--- config.mk ---
export PLATFORM = sky130hd
export DESIGN_NAME = fpsm_unit
export DESIGN_NICKNAME = d
export VERILOG_FILES = /design/src/rtl/fpsm_pkg.sv /design/src/rtl/fpsm_decode.sv /design/src/rtl/fpsm_sgn.sv /design/src/rtl/fpsm_move.sv /design/src/rtl/fpsm_unit.sv
export SDC_FILE = /design/constraint.sdc
export NUM_CORES = 1
export LEC_CHECK = 0
export CAP_MARGIN = 10
export CORE_ASPECT_RATIO = 0.6
export CORE_UTILIZATION = 40
export CTS_BUF_LIST = sky130_fd_sc_hd__clkbuf_4
export DETAILED_ROUTE_END_ITERATION = 8
export PLACE_DENSITY = 0.92
export SYNTH_ARGS = -nofsm -noshare
export SYNTH_HDL_FRONTEND = slang
export SYNTH_SLANG_ARGS = --single-unit
--- constraint.sdc ---
create_clock -name clk -period 2.2 [get_ports clk]
set_clock_uncertainty 0.15 [all_clocks]
set_input_delay 0.55 -clock clk [delete_from_list [all_inputs] [get_ports clk]]
set_output_delay 0.55 -clock clk [all_outputs]
set_load 0.02 [all_outputs]
--- src/rtl/fpsm_pkg.sv ---
package fpsm_pkg;
  localparam int SGL_W = 32;

  typedef enum logic [2:0] {
    OP_SCOPY = 3'd0,
    OP_SNEG  = 3'd1,
    OP_SXOR  = 3'd2,
    OP_F2X   = 3'd3,
    OP_X2F   = 3'd4
  } fpsm_op_e;

  typedef enum logic [1:0] {
    FMT_SGL = 2'd0,
    FMT_DBL = 2'd1
  } fpsm_fmt_e;

  typedef struct packed {
    logic bad;
    logic is_sign;
    logic to_int;
    logic to_fp_move;
    logic single;
    logic [1:0] smode;
  } fpsm_dec_t;
endpackage

--- src/rtl/fpsm_decode.sv ---
module fpsm_decode
  import fpsm_pkg::*;
(
  input  logic [2:0] op,
  input  logic [1:0] fmt,
  output fpsm_dec_t  dec
);
  logic op_ok, fmt_ok;

  always_comb begin
    op_ok  = (op <= 3'd4);
    fmt_ok = (fmt == FMT_SGL) || (fmt == FMT_DBL);
    dec.bad        = !(op_ok && fmt_ok);
    dec.is_sign    = op_ok && fmt_ok && (op <= 3'd2);
    dec.to_int     = op_ok && fmt_ok && (op == OP_F2X);
    dec.to_fp_move = op_ok && fmt_ok && (op == OP_X2F);
    dec.single     = (fmt == FMT_SGL);
    dec.smode      = op[1:0];
  end
endmodule

--- src/rtl/fpsm_sgn.sv ---
module fpsm_sgn #(
  parameter int W = 32
) (
  input  logic [W-1:0] a,
  input  logic [W-1:0] b,
  input  logic [1:0]   mode,
  output logic [W-1:0] res
);
  logic ns;

  always_comb begin
    unique case (mode)
      2'd0:    ns = b[W-1];
      2'd1:    ns = ~b[W-1];
      default: ns = a[W-1] ^ b[W-1];
    endcase
    res = {ns, a[W-2:0]};
  end
endmodule

--- src/rtl/fpsm_move.sv ---
module fpsm_move #(
  parameter int FLEN = 64,
  parameter int XLEN = 64
) (
  input  logic [FLEN-1:0] fa,
  input  logic [XLEN-1:0] x,
  input  logic            single,
  output logic [XLEN-1:0] to_int,
  output logic [FLEN-1:0] to_fp
);
  localparam int SW = fpsm_pkg::SGL_W;

  always_comb begin
    if (single) begin
      to_int = {{(XLEN-SW){fa[SW-1]}}, fa[SW-1:0]};
      to_fp  = {{(FLEN-SW){1'b1}}, x[SW-1:0]};
    end else begin
      to_int = {{(XLEN-FLEN+1){fa[FLEN-1]}}, fa[FLEN-2:0]};
      to_fp  = x[FLEN-1:0];
    end
  end
endmodule

--- src/rtl/fpsm_unit.sv ---
module fpsm_unit
  import fpsm_pkg::*;
#(
  parameter int FLEN = 64,
  parameter int XLEN = 64
) (
  input  logic            clk,
  input  logic            rst_n,
  input  logic            in_valid,
  output logic            in_ready,
  input  logic [2:0]      in_op,
  input  logic [1:0]      in_fmt,
  input  logic [FLEN-1:0] in_fa,
  input  logic [FLEN-1:0] in_fb,
  input  logic [XLEN-1:0] in_x,
  output logic            out_valid,
  input  logic            out_ready,
  output logic            out_err,
  output logic            out_to_int,
  output logic [FLEN-1:0] out_fp,
  output logic [XLEN-1:0] out_int
);
  localparam int SW    = SGL_W;
  localparam int NFMT  = 2;

  fpsm_dec_t dec;
  logic [FLEN-1:0] sgn_res [NFMT];
  logic [FLEN-1:0] mv_fp;
  logic [XLEN-1:0] mv_int;
  logic [FLEN-1:0] nxt_fp;
  logic [XLEN-1:0] nxt_int;
  logic            take;
  logic            r_single;

  fpsm_decode u_dec (.op(in_op), .fmt(in_fmt), .dec(dec));

  for (genvar g = 0; g < NFMT; g++) begin : g_fmt
    localparam int W = (g == 0) ? SW : FLEN;
    logic [W-1:0] r;
    fpsm_sgn #(.W(W)) u_sgn (
      .a(in_fa[W-1:0]), .b(in_fb[W-1:0]), .mode(dec.smode), .res(r)
    );
    if (W < FLEN) begin : g_box
      assign sgn_res[g] = {{(FLEN-W){1'b1}}, r};
    end else begin : g_full
      assign sgn_res[g] = r;
    end
  end

  fpsm_move #(.FLEN(FLEN), .XLEN(XLEN)) u_mv (
    .fa(in_fa), .x(in_x), .single(dec.single), .to_int(mv_int), .to_fp(mv_fp)
  );

  always_comb begin
    nxt_fp  = '0;
    nxt_int = '0;
    if (dec.is_sign)         nxt_fp  = dec.single ? sgn_res[0] : sgn_res[1];
    else if (dec.to_fp_move) nxt_fp  = mv_fp;
    else if (dec.to_int)     nxt_int = mv_int;
  end

  assign in_ready = !out_valid || out_ready;
  assign take     = in_valid && in_ready;

  always_ff @(posedge clk or negedge rst_n) begin
    if (!rst_n) begin
      out_valid  <= 1'b0;
      out_err    <= 1'b0;
      out_to_int <= 1'b0;
      out_fp     <= '0;
      out_int    <= '0;
      r_single   <= 1'b0;
    end else if (in_ready) begin
      out_valid <= in_valid;
      if (take) begin
        out_err    <= dec.bad;
        out_to_int <= dec.to_int;
        out_fp     <= nxt_fp;
        out_int    <= nxt_int;
        r_single   <= dec.single;
      end
    end
  end

  AST_ONE_CYCLE: assert property (@(posedge clk) disable iff (!rst_n)
    take |=> out_valid);
  AST_STALL_HOLD: assert property (@(posedge clk) disable iff (!rst_n)
    (out_valid && !out_ready) |=> (out_valid && $stable(out_fp) && $stable(out_int)
                                   && $stable(out_err) && $stable(out_to_int)));
  AST_ERR_ZERO: assert property (@(posedge clk) disable iff (!rst_n)
    (out_valid && out_err) |-> (out_fp == '0 && out_int == '0 && !out_to_int));
  AST_SGL_BOXED: assert property (@(posedge clk) disable iff (!rst_n)
    (out_valid && !out_err && !out_to_int && r_single) |-> (&out_fp[FLEN-1:SW]));
  AST_SEXT: assert property (@(posedge clk) disable iff (!rst_n)
    (out_valid && out_to_int && r_single) |-> (out_int[XLEN-1:SW] == {(XLEN-SW){out_int[SW-1]}}));
  AST_INT_IDLE: assert property (@(posedge clk) disable iff (!rst_n)
    (out_valid && !out_to_int) |-> (out_int == '0));
endmodule

# Yosys cells after proc, flatten, opt, wreduce, memory -nomap -nowiden
# Index checks and enable logic that the tools add are counted.
# classes
magnitude_cmp	2
muxes	10
eq_ne	4
n_reduce_logical	12
bitwise_logic	4
# ops
op	n
$mux W64	8
$logic_and A1 B1 Y1	5
$eq A2 B1 Y1 const B	2
$logic_not A2 Y1	2
$pmux W1 S2	2
$eq A3 B2 Y1 const B	1
$eq A3 B3 Y1 const B	1
$le A3 B2 Y1 const B	1
$le A3 B3 Y1 const B	1
$logic_not A1 Y1	2
$logic_or A1 B1 Y1	2
$not A1 Y1	2
$reduce_and A2 Y1	1
$xor A1 B1 Y1	2
# totals
inputBits	201
regBits	131

# Depth between registers and ports, before layout
# logic_depth
depth_word	7
mapped_depth	8
ltp_nobuf	4

# Modules after synthesis
# Synthesis repeated with hierarchy kept, for this count alone.
# hier_totals
cells_unflattened	766
area_unflattened_um2	7912.6
# by_module_without_submodules
module	n_inst	seq_area_each_um2	area_per_inst_um2	cells_per_inst
fpsm_unit	1	3278.1	5875.6	519
fpsm_move	1	0.0	1217.4	138
fpsm_sgn (g_fmt[1].u_sgn)	1	0.0	499.2	66
fpsm_sgn (g_fmt[0].u_sgn)	1	0.0	259.0	34
fpsm_decode	1	0.0	61.3	9

# Least setup slack after synthesis
# Ideal clock, no wire load.
# synth_path
kind	input to register
from	in out_ready
to	reg out_fp[63]
required_ns	1.940
path_buffers	4
slack_ns	0.330
arrival_ns	1.609
path_stages	8
setup_ns	0.110
path_cell_list	nand2b_4 > nand2_1 > buf_2 > buf_2 > buf_4 > buf_2 > nand2_1 > o41ai_1
# synth_between
elab_chain_len	3
# synth_rtl
item	line	source
start: declaration	fpsm_unit.sv:17	input logic out_ready,
$logic_or A1 B1 Y1 (*)	fpsm_unit.sv:62	assign in_ready = !out_valid || out_ready;
$logic_and A1 B1 Y1	fpsm_unit.sv:63	assign take = in_valid && in_ready;
$reduce_and A2 Y1 (no source line) (*)	n/a	
end signal: assignment	fpsm_unit.sv:78	out_fp <= nxt_fp;
end: declaration	fpsm_unit.sv:20	output logic [FLEN-1:0] out_fp,
# Mark *: on every way between the ends. The rest lies on a longest branch, timed or not.
# A chain may end at the register's enable or synchronous reset.

# Worst setup path after layout
# layout_path
from	in out_ready
to	out in_ready
# layout_between
elab_chain_len	1
# layout_rtl
item	line	source
$logic_or A1 B1 Y1	fpsm_unit.sv:62	
end: declaration	fpsm_unit.sv:10	output logic in_ready,
# No other way between the ends.

==> flow_summary_export.csv <==
group,metric,value,unit
floorplan,io_pins,333,
yosys,syn_nets,795,
yosys,seq_area_frac_synth,0.554,
sta,setup_violations,0,
power_and_ir_drop,power_frac_clock,0.272,
yosys,synth_area_leader_cell,"dfrtp_1",
clock_tree,cts.sinks,131,
critical_path,r2r_end,"out_int[8]$_DFFE_PN0P_",
finish,nFillCells,1246,
power_and_ir_drop,power_frac_seq,0.500,
global_route,grt_pass1_wl,29200,µm
yosys,ys_types,28,
placed_design,place_ws,-241,ps
critical_path,worstSetupPathType,"input port to output pin",
critical_path,setup.reg_to_reg.worst_slack,550,ps
floorplan,dieWidth,159,µm
finish,regArea,3280,µm²
finish,nets,1058,
finish,drive_gt1_frac,0.0793,
clock_tree,post_cts_buffers,0,
placed_design,port_buffers,270,
yosys,syn_inst,594,
placed_design,hpwl,13200,µm
power_and_ir_drop,internal-power,0.00358,W
critical_path,r2r-start,"out_valid$_DFFE_PN0N_",
clock_tree,clockRootBuffer,"clkbuf_4",
critical_path,crit_required,1500,ps
critical_path,crit_path_start_kind,"input port",
routing,drt-wirelength-per-cell,17.5,µm
yosys,yosys_most_used_dff,"dfrtp_1",
routing,wirelength,18700,µm
sta,slew_viol_final,0,
power_and_ir_drop,ir_drop,248,µV
global_route,grt_usage,0.248,
sta,max_freq,462,MHz
critical_path,end_kind,"output pin",
yosys,avgSynthCellArea,9.97,µm²
power_and_ir_drop,pwr_density_cell,577,nW/µm²
routing,drt-initial-drc-count,399,
min_path,hold_depth,2,
yosys,ys_ff_latch,131,
clock_tree,tritoncts,"done",
sta,timing.final.crit_share,0.984,
clock_tree,htreeDepth,4,
power_and_ir_drop,switchingPower,0.00168,W
yosys,ys_top_cells_by_area,"dfrtp_1, a22oi_1, nand2b_1, nand2_1, o21ai_1",
clock_tree,cts_buffer_depth,2,
finish,multiInputGateArea,2370,µm²
power_and_ir_drop,p_leak,4.33,nW
yosys,synth.most_common_cell,"dfrtp_1",
yosys,netlist_area,5920,µm²
routing,vias,5622,
global_route,antenna_found_initial,0,
critical_path,crit_path_max_fanout,2,
yosys,async_flop_share,1.00,
sta,slew_headroom,0.713,
global_route,grt_pass1_vias,5577,
sta,fin_crit,2170,ps
clock_tree,cts_buffers,17,
yosys,synth_enable_flop_cells,0,
critical_path,arrival,1470,ps
routing,viasPerCell,5.26,
placed_design,gp_congestion,0.818,
floorplan,die_y,96.3,µm
critical_path,ff2ff_path_depth,6,
sta,hold_slack,338,ps
power_and_ir_drop,switching_share,0.319,
run,cap_violations,0,
clock_tree,clock_latency,500,ps
routing,drt.antenna.violating_nets,0,
routing,drt_pass1_iterations,5,
finish,num_antenna_cells,0,
yosys,synth_top_area_frac,0.554,
global_route,gr-total-overflow,0,
finish,area_delta_synth_final,53.8,%
min_path,min_path_type,"register to register",
run_status,outcome,"complete, no violations",
yosys,synthTopCellsByCount,"dfrtp_1, nand2_1, nand2b_1, o21ai_1, o21ai_0",
floorplan,dieArea,15300,µm²
sta,worst_slack,34.3,ps
sta,rsz0062_at_grt,"no",
routing,drcViolationCount,0,
clock_tree,clkTransAtPathRegs,100,ps
global_route,grt_max_degree,88,
min_path,hp-start,"out_fp[49]$_DFFE_PN0P_",
sta,hold_viol_final,0,
floorplan,start_util,0.409,
yosys,yosysWarnings,0,
floorplan,core,14500,µm²
sta,worst_pin_slew,431,ps
min_path,hold_end,"out_fp[49]$_DFFE_PN0P_",
floorplan,rows,34,
power_and_ir_drop,comb_power_share,0.228,
==> worst max-delay path, cell delays in order <==
cell	delay, ps
clkdlybuf4s50_1	450
nand2b_4	120
dlygate4sd2_1	340
==> logic make-up (layout without fill, tap and decap cells) <==
kind of cell | after synthesis | after routing | synth area share
xor+xnor | 2 | 2 | 0.00296
flops | 131 | 131 | 0.554
buf+inv | 57 | 333 | 0.0503
compound gates | 231 | 231 | 0.246
simple gates | 171 | 171 | 0.144
mux | 2 | 2 | 0.00338
==> cell type report <==
class,instances,area share
flip-flops and latches,131,0.360
repair buffers,300,0.326
multi-input cells,406,0.260
well taps,198,0.0272
clock buffers,18,0.0148
clock inverters,14,0.0118
inverters,1,0.000412
==> worst max path at each step <==
stage,start,to,slack (ps)
4_1_cts,out_fp[27]$_DFFE_PN0P_,out_fp[27],3
3_3_place_gp,out_ready,in_ready,-210
2_1_floorplan,out_ready,out_fp[63]$_DFFE_PN0P_,330
6_report,out_ready,in_ready,30
5_1_grt,out_ready,in_ready,5
3_5_place_dp,out_ready,in_ready,-240
==> power by group through the flow <==
stage	clock network, W	registers, W	logic (W)
6_report	0.00143	0.00263	0.00120
5_1_grt	0.00160	0.00265	0.00130
4_1_cts	0.00150	0.00263	0.00121
3_5_place_dp	0	0.00268	0.00131
3_3_place_gp	0	0.00268	0.00129
2_1_floorplan	0	0.00286	0.000346
==> metrics by stage <==
step / instances / utilization / instance area, µm² / power (W) / TNS (ps)
3_3_place_gp: 1035 / 0.623 / 9020 / 0.00396 / -7180
4_1_cts: 1068 / 0.630 / 9110 / 0.00534 / 0
2_1_floorplan: 594 / - / 5920 / 0.00321 / 0
6_report: 1068 / 0.630 / 9110 / 0.00526 / 0
5_1_grt: 1068 / 0.630 / 9110 / 0.00555 / 0
3_5_place_dp: 1035 / 0.623 / 9020 / 0.00399 / -13670
==> sequential cells by signal, indices dropped and copies added, names as in the netlist <==
register    flops
out_int        64
out_valid       1
out_fp         64
out_err         1
out_to_int      1
==> routing by layer <==
layer  GRT usage  up-vias  routed length [µm]
li1            -     2634                   -
met1       0.313     2719                8080
met2       0.402      241                8770
met3      0.0741       28                1440
met4       0.101        0                 451
met5           0        -                   0
==> cells in the final DEF, fill, tap and decap left out, drive strengths merged, types with 2 or more instances in the layout <==
cell type      Yosys  layout
nand2             98      98
nor4               2       2
buf               32      31
dfrtp            131     131
a21oi              6       6
clkinvlp           0       5
o21ai            127     127
clkdlybuf4s50      0     136
nand2b            65      65
inv                1       4
nor2               3       3
a22oi             62      62
a22o              32      32
mux2i              2       2
clkbuf            24      18
clkinv             0       6
dlygate4sd2        0     131
==> timing repair <==
action,4_1_cts,5_1_grt
hold endpoints to repair,40,0
endpoints found under the setup margin,131,1
cloned,0,0
hold buffers,1,0
gates resized for setup,131,1
Note: power is estimated with default switching activity, not from simulation.
